`src/rtl/mac_ovf_pulse.sv`:
```
module mac_ovf_pulse #(
  parameter int A_W = 8,
  parameter int B_W = 8,
  parameter int ACC_W = 20,
  parameter int CNT_W = 4,
  parameter bit EXT_EN = 1'b1,
  parameter int IN_CE_SEL = 0,
  parameter int PIPE_CE_SEL = 1,
  parameter int OUT_CE_SEL = 2,
  parameter int IN_RST_SEL = 0,
  parameter int PIPE_RST_SEL = 1,
  parameter int OUT_RST_SEL = 3
) (
  input  logic             clk,
  input  logic [3:0]       ce_src,
  input  logic [3:0]       rst_src,
  input  logic [A_W-1:0]   op_a,
  input  logic [B_W-1:0]   op_b,
  input  logic             is_signed,
  input  logic             load,
  input  logic [ACC_W-1:0] load_val,
  output logic [ACC_W-1:0] acc_out,
  output logic [CNT_W-1:0] acc_hi,
  output logic             ovf
);
  localparam int MAX_W  = (A_W > B_W) ? A_W : B_W;
  localparam int NAT_W  = (MAX_W <= 9) ? 9 : ((MAX_W <= 18) ? 18 : 36);
  localparam int PROD_W = 2 * NAT_W;
  localparam int T      = ACC_W - 1;

  wire ce_in = ce_src[IN_CE_SEL];
  wire ce_pp = ce_src[PIPE_CE_SEL];
  wire ce_ou = ce_src[OUT_CE_SEL];
  wire rs_in = rst_src[IN_RST_SEL];
  wire rs_pp = rst_src[PIPE_RST_SEL];
  wire rs_ou = rst_src[OUT_RST_SEL];

  // input stage
  logic [A_W-1:0]   in_a;
  logic [B_W-1:0]   in_b;
  logic             in_sgn, in_ld;
  logic [ACC_W-1:0] in_lv;

  always_ff @(posedge clk) begin
    if (rs_in) begin
      in_a <= '0; in_b <= '0; in_sgn <= 1'b0; in_ld <= 1'b0; in_lv <= '0;
    end else if (ce_in) begin
      in_a <= op_a; in_b <= op_b; in_sgn <= is_signed; in_ld <= load; in_lv <= load_val;
    end
  end

  // widening to native width, then multiply
  logic signed [NAT_W:0]    a_nat, b_nat;
  logic signed [PROD_W+1:0] prod_full;
  assign a_nat     = (NAT_W+1)'($signed({in_sgn & in_a[A_W-1], in_a}));
  assign b_nat     = (NAT_W+1)'($signed({in_sgn & in_b[B_W-1], in_b}));
  assign prod_full = a_nat * b_nat;

  // pipeline stage
  logic [PROD_W-1:0] pp_prod;
  logic              pp_sgn, pp_ld;
  logic [ACC_W-1:0]  pp_lv;

  always_ff @(posedge clk) begin
    if (rs_pp) begin
      pp_prod <= '0; pp_sgn <= 1'b0; pp_ld <= 1'b0; pp_lv <= '0;
    end else if (ce_pp) begin
      pp_prod <= prod_full[PROD_W-1:0]; pp_sgn <= in_sgn; pp_ld <= in_ld; pp_lv <= in_lv;
    end
  end

  // accumulate and detect roll-over
  logic [ACC_W-1:0] addend, sum, acc_q;
  logic [CNT_W-1:0] cnt_q;
  logic             ovf_q, sgn_q, wrap;

  assign addend = pp_sgn ? ACC_W'($signed(pp_prod)) : ACC_W'(pp_prod);
  assign sum    = acc_q + addend;
  assign wrap   = pp_sgn ? ((acc_q[T] == addend[T]) && (sum[T] != acc_q[T]))
                         : (sum < acc_q);

  always_ff @(posedge clk) begin
    if (rs_ou) begin
      acc_q <= '0; cnt_q <= '0; ovf_q <= 1'b0; sgn_q <= 1'b0;
    end else if (ce_ou) begin
      sgn_q <= pp_sgn;
      if (pp_ld) begin
        acc_q <= pp_lv; cnt_q <= '0; ovf_q <= 1'b0;
      end else begin
        acc_q <= sum; ovf_q <= wrap;
        if (wrap) cnt_q <= (pp_sgn && addend[T]) ? cnt_q - 1'b1 : cnt_q + 1'b1;
      end
    end else begin
      ovf_q <= 1'b0;
    end
  end

  assign acc_out = acc_q;
  assign ovf     = ovf_q;

  generate
    if (EXT_EN) begin : g_ext
      assign acc_hi = cnt_q - CNT_W'(sgn_q & acc_q[T]);
    end else begin : g_noext
      assign acc_hi = '0;
    end
  endgenerate

  // checks
  p_unsigned_wrap_r3: assert property (@(posedge clk) disable iff (rs_ou)
    (ovf_q && !sgn_q) |-> (acc_q < $past(acc_q)));

  p_signed_wrap_r4: assert property (@(posedge clk) disable iff (rs_ou)
    (ovf_q && sgn_q) |-> (acc_q[T] != $past(acc_q[T])));

  generate
    if (ACC_W > PROD_W) begin : g_pulse_chk
      p_one_cycle_r5: assert property (@(posedge clk) disable iff (rs_ou)
        ovf_q |=> !ovf_q);
    end
  endgenerate

  p_count_up_r6: assert property (@(posedge clk) disable iff (rs_ou)
    (ovf_q && !sgn_q) |-> (cnt_q == $past(cnt_q) + 1'b1));

  p_load_r7: assert property (@(posedge clk) disable iff (rs_ou)
    (ce_ou && pp_ld) |=> (!ovf_q && acc_q == $past(pp_lv) && cnt_q == '0));

  p_hold_r8: assert property (@(posedge clk) disable iff (rs_ou)
    !ce_ou |=> ($stable(acc_q) && !ovf_q));
endmodule

```
`config.mk`:
```
export PLATFORM = sky130hd
export DESIGN_NAME = mac_ovf_pulse
export DESIGN_NICKNAME = d
export VERILOG_FILES = /design/src/rtl/mac_ovf_pulse.sv
export SDC_FILE = /design/constraint.sdc
export NUM_CORES = 1
export LEC_CHECK = 0
export BUFFER_PORTS_ARGS = -buffer_cell sky130_fd_sc_hd__buf_2
export CAP_MARGIN = 10
export CORE_UTILIZATION = 54
export DETAILED_ROUTE_END_ITERATION = 8
export PLACE_DENSITY = 0.79
export SKIP_LAST_GASP = 1
export SYNTH_ARGS = -nofsm -noshare
export SYNTH_HDL_FRONTEND = slang
export SYNTH_SLANG_ARGS = --single-unit
export TNS_END_PERCENT = 100
```
`constraint.sdc`:
```
create_clock -name clk -period 14.1 [get_ports clk]
set_clock_uncertainty 0.1 [all_clocks]
set_input_delay 2.115 -clock clk [delete_from_list [all_inputs] [get_ports clk]]
set_output_delay 2.115 -clock clk [all_outputs]
set_load 0.1 [all_outputs]
```
Word-level counts from Yosys, hierarchy flattened

Cells that the tools add are included.

Bits in registers: 104
Input port bits: 47
Output and inout bits: 25
Logic and storage cells: 36

Add/subtract/negate cells: 4
$mul: 1
Order comparisons: 1
Equal/unequal tests: 2
Mux-type cells: 6
Bitwise logic cells: 4
Reduce and logical (&&, ||, !) cells: 5

Operators by type and width:

| operator              | number |
|---|---|
| $mux W20              | 2 |
| $add A20 B20 Y20      | 1 |
| $lt A20 B20 Y1        | 1 |
| $mul A9 B9 Y18        | 1 |
| $mux W4               | 3 |
| $add A4 B1 Y4 const B | 1 |
| $sub A4 B1 Y4         | 1 |
| $sub A4 B1 Y4 const B | 1 |
| $and A1 B1 Y1         | 3 |
| $reduce_or A3 Y1      | 1 |
| $logic_and A1 B1 Y1   | 2 |
| $reduce_and A2 Y1     | 1 |
| $reduce_bool A2 Y1    | 1 |
| $eq A1 B1 Y1          | 1 |
| $mux W1               | 1 |
| $ne A1 B1 Y1          | 1 |
| $not A1 Y1            | 1 |

Logic depth before layout (Yosys ltp)

Depth after elaboration: 7
Depth in mapped cells: 20
Mapped depth without buffers: 19

Worst setup path before layout

No wires, ideal clock.

Kind: register to output
Start point: register acc_q[19], in the netlist acc_out[19]
End point: output port acc_hi[3]
Arrival time: 3.010 ns
Required time: 11.885 ns
Path slack: 8.875 ns
Cell stages (with the launch flop): 5
Buffers on the path: 0
Cell sequence: dfxtp_1 > and2_1 > ha_1 > nand2_1 > xnor2_1

Longest elaborated chain between the ends: 2

Ends and longest elaborated chain:

| item                     | line | source |
|---|---|---|
| start: declaration       | 73   | `logic [ACC_W-1:0] addend, sum, acc_q;` |
| start signal: assignment | 90   | `acc_q <= sum; ovf_q <= wrap;` |
| $and A1 B1 Y1            | 103  | `assign acc_hi = cnt_q - CNT_W'(sgn_q & acc_q[T]);` |
| $sub A4 B1 Y4            | 103  |  |
| end: declaration         | 23   | `output logic [CNT_W-1:0] acc_hi,` |

Every way passes these cells.

Worst setup path in the final report

Start point: register in_sgn
End point: register pp_prod[14]

Longest elaborated chain between the ends: 2
Elaborated cells between the ends (all ways): 3
Those cells by class: mul: 1; bitwise: 2

Ends and longest elaborated chain:

| item                                    | line   | source |
|---|---|---|
| start: declaration                      | 41     | `logic in_sgn, in_ld;` |
| start signal: assignment                | 48     | `in_a <= op_a; in_b <= op_b; in_sgn <= is_signed; in_ld <= load; in_lv <= load_val;` |
| $and A1 B1 Y1, on equally long branches | 55, 56 |  |
| $mul A9 B9 Y18 *                        | 57     | `assign prod_full = a_nat * b_nat;` |
| end signal: assignment                  | 68     | `pp_prod <= prod_full[PROD_W-1:0]; pp_sgn <= in_sgn; pp_ld <= in_ld; pp_lv <= in_lv;` |
| end: declaration                        | 60     | `logic [PROD_W-1:0] pp_prod;` |

Mark *: on every way between the ends. The rest lies on a longest branch, timed or not.
A chain may end at the register's enable or synchronous reset.

==> impl_metrics.yaml <==
clocking:
  cts_resized: 0
  clock_slew_at_the_register_clock_pins_of_the_worst_setup_and_hold_paths_ps: 70
  tritoncts_clock_tree: "done"
  clock_insertion_delay_worst_skew_ps: 360
  clock_sink_count: 104
  cts_inserted_buffers: 9
  cts-hold-fix-buffers: 0
  clock_path_buffers: 2
  clockRootBuffer: "sky130_fd_sc_hd__clkbuf_16"
  h-tree-depth: 3
  setup_fix_bufs_post_cts: 0
placement:
  preCtsSetupSlack_ps: 8270
  detailed_place_hpwl_um: 13800
  routabilityCongestion: 0.898
  place_area_um2: 8910
  buffer_ports.inserted: 69
timing:
  timing.final.max_slew_violations: 0
  setup_violations: 0
  timing.final.crit_share_pct: 42.2
  highest_achievable_clock_rate_mhz: 168
  unrepaired_setup_endpoints_after_global_routing: "false"
  fin_crit_ps: 5960
  setup_ws_ps: 8140
  slew_headroom_pct: 27.6
  timing.final.hold_violations: 0
  worstMarginPinSlew_ps: 1090
  totalNegativeSetupSlack_ps: 0
logic_synthesis:
  async_reset_ff_share_pct: 0
  synth_enable_flop_cells: 0
  yosys.area_share.simple_pct: 14.6
  ys.warnings.count: 0
  synth_top_family_by_area: "adder cells"
  yosys.area_share.adder_pct: 28.8
  dominantRegCellSynth: "sky130_fd_sc_hd__dfxtp_1"
  syn_area_um2: 8450
  synth_seq_cells: 104
  netlist-cell-type-count: 59
  synth_compound_gate_area_share_pct: 11.6
  yosys-mux-area-fraction_pct: 8.77
  synth_cells: 945
  mean_area_per_synthesized_cell_um2: 8.94
  yosysSeqAreaShare_pct: 24.6
  synth_xor_xnor_area_share_pct: 3.94
  synth.net_count: 1143
pwr:
  int_power_uw: 503
  total_switching_power_uw: 274
  pwr_density_cell_nw_per_um2: 84.5
  power.share.combinational_pct: 25.7
  vdd_drop_max_mv: 0.0531
  power.share.sequential_pct: 42.7
  p_clk_share_pct: 31.6
  switching_fraction_of_total_power_pct: 35.3
  leakagePower_nw: 4.62
  finalPower_uw: 777
grt:
  grt_max_degree: 44
  overflow: 0
  antenna_found_initial: 0
  grt_pass1_wl_um: 30200
  groute.usage.overall_pct: 23.5
  grt_pass1_vias: 6424
critical_path:
  worst-endpoint-arrival_ps: 6060
  largest_fanout_on_the_critical_path: 9
  crit_path_frequent_cell: "sky130_fd_sc_hd__fa_1"
  end_kind: "flip-flop"
  worstPathRequired_ps: 14210
  cp_max_stage_cell: "sky130_fd_sc_hd__dfxtp_1"
  worst_path_largest_cell_delay_ps: 540
  crit_path_cell_trace: "nand2_1 > or2_2 > fa_1 > fa_1 > fa_1 > fa_1 > fa_1 > inv_1 > ha_1 > o21ai_0 > o21ai_0 > a31oi_1 > o21ai_0 > or3_1 > nand3_1 > a21oi_1"
  rr_endpoint: "pp_prod[14]$_SDFFE_PP0P_"
  worst-setup-path-type: "flip-flop to flip-flop"
  r2r.worst_path.cells: 16
  critPathLaunchType: "flip-flop"
  critical_path.reg2reg.startpoint: "in_sgn$_SDFFE_PP0P_"
  ff2ff_setup_slack_ps: 8140
drt:
  via_count: 6623
  vias_per_cell: 5.52
  remaining_drc_errors: 0
  drt-initial-drc-count: 326
  final_antenna_net_count: 0
  postRouteWirelength_um: 18100
  wl_per_cell_um: 15.1
  detailedRoute.firstPassIterationCount: 7
final_layout:
  final_layout_size_suffix_gt1_share_pct: 10.0
  antenna_cells: 0
  layout-area-overhead-vs-synth_pct: 8.81
  finish.net_count: 1182
  final_cell_area_um2: 9200
hold_path:
  hold_path_end: "pp_prod[0]$_SDFFE_PP0P_"
  hold_class: "flip-flop to flip-flop"
  hold_start: "pp_prod[0]$_SDFFE_PP0P_"
  min_delay_path_depth: 2
die:
  horizontal_die_dimension_um: 127
  core_um2: 15300
  initial_core_utilization_pct: 55.4
  placementRows: 45
  pin_count: 72
  die_y_um: 127
  die_outline_area_um2: 16200
run:
  drv_cap: 0
run_status:
  run_status: "finished clean"
-- cell families after synthesis --
family | Yosys count
fa+ha+maj | 151
xor+xnor | 38
buf+inv | 170
compound gates | 135
mux | 74
flops | 104
simple gates | 273
-- stage by stage --
step	instances	hold slack, ps	utilization, %
floorplan	945	345	-
global placement	1184	362	58.4
detailed placement	1184	373	58.4
CTS	1200	384	60.3
global route	1200	410	60.3
finish	1200	386	60.3
-- worst max-delay path, delay by kind of cell, from the launching register on --
family | cells | cell delay, ps
AOI/OAI and AO/OA | 5 | 930
buffers and inverters | 1 | 40
DFF | 1 | 540
adders and majority gates | 6 | 2960
and+or+nand+nor | 4 | 1240
-- final cells by class --
class                   instances  area, µm²
clock buffers                   9        225
clock inverters                 7       61.3
fillers                      1333       6060
inverters                     128        480
multi-input cells             671       5730
flip-flops and latches        104       2080
well taps                     211        264
repair buffers                 70        353
-- cells in the final DEF (no fill, tap or decap), types with 5 or more instances in the layout --
| master | n |
|---|---|
| sky130_fd_sc_hd__xnor2_1 | 28 |
| sky130_fd_sc_hd__inv_1 | 127 |
| sky130_fd_sc_hd__o21bai_1 | 5 |
| sky130_fd_sc_hd__dfxtp_1 | 104 |
| sky130_fd_sc_hd__o21ai_0 | 20 |
| sky130_fd_sc_hd__nor2_1 | 111 |
| sky130_fd_sc_hd__a211oi_1 | 12 |
| sky130_fd_sc_hd__nor3_1 | 8 |
| sky130_fd_sc_hd__nand3_1 | 11 |
| sky130_fd_sc_hd__a21o_1 | 11 |
| sky130_fd_sc_hd__buf_2 | 69 |
| sky130_fd_sc_hd__fa_1 | 73 |
| sky130_fd_sc_hd__a21oi_1 | 31 |
| sky130_fd_sc_hd__nand2_1 | 73 |
| sky130_fd_sc_hd__clkbuf_16 | 9 |
| sky130_fd_sc_hd__xor2_1 | 10 |
| sky130_fd_sc_hd__nand4_1 | 8 |
| sky130_fd_sc_hd__ha_1 | 78 |
| sky130_fd_sc_hd__mux2i_1 | 74 |
| sky130_fd_sc_hd__nand2b_1 | 8 |
| sky130_fd_sc_hd__and2_1 | 34 |
| sky130_fd_sc_hd__o211ai_1 | 6 |
-- registers in the layout, indices dropped and copies added (netlist names), 4 cells and up --
signal / count
in_b: 8
cnt_q: 4
pp_prod: 18
in_lv: 20
pp_lv: 20
acc_out: 20
in_a: 8
-- cells in the mapped netlist, drive strengths merged (5+ instances only) --
library cell	instances	area, µm²
mux2i	74	741
buf	7	27.5
nand2b	8	50.1
xor2	10	87.6
a21o	12	91.3
and2	34	213
nor2	111	417
clkbuf	35	131
nand4	8	50.1
inv	127	477
nand3	11	55.1
a21oi	31	155
xnor2	28	245
nor3	8	40.0
a211oi	13	103
a31oi	7	80.1
o21bai	5	37.5
dfxtp	104	2080
fa	73	1460
ha	78	976
nand2	73	274
o21ai	23	123
o211ai	6	45.0
-- power by group through the flow --
stage / Combinational, mW / Clock, mW / Sequential (mW)
detailed placement: 0.199 / 0 / 0.338
global route: 0.220 / 0.261 / 0.334
floorplan: 0.135 / 0 / 0.355
CTS: 0.200 / 0.248 / 0.331
global placement: 0.193 / 0 / 0.337
finish: 0.200 / 0.246 / 0.332
-- worst max path at each step --
| stage | slack, ps | cells after the start | endpoint | startpoint |
|---|---|---|---|---|
| final | 8140 | 16 | pp_prod[14]$_SDFFE_PP0P_ | in_sgn$_SDFFE_PP0P_ |
| after global routing | 7940 | 16 | pp_prod[14]$_SDFFE_PP0P_ | in_b[7]$_SDFFE_PP0P_ |
| after CTS | 8230 | 16 | pp_prod[17]$_SDFFE_PP0P_ | in_sgn$_SDFFE_PP0P_ |
| after detailed placement | 8270 | 16 | pp_prod[17]$_SDFFE_PP0P_ | in_sgn$_SDFFE_PP0P_ |
| after global placement | 8400 | 16 | pp_prod[17]$_SDFFE_PP0P_ | in_b[7]$_SDFFE_PP0P_ |
| after floorplan | 8870 | 4 | acc_hi[3] | acc_out[19]$_SDFFE_PP0P_ |
-- per-layer routing --
metal	vias up	wire (µm)	track usage, %
met2	177	8800	40.5
met5	-	0	0
li1	3212	-	-
met4	0	340	6.65
met3	30	803	3.56
met1	3204	8140	30.8
No activity file was read; power rests on OpenSTA's default activity.
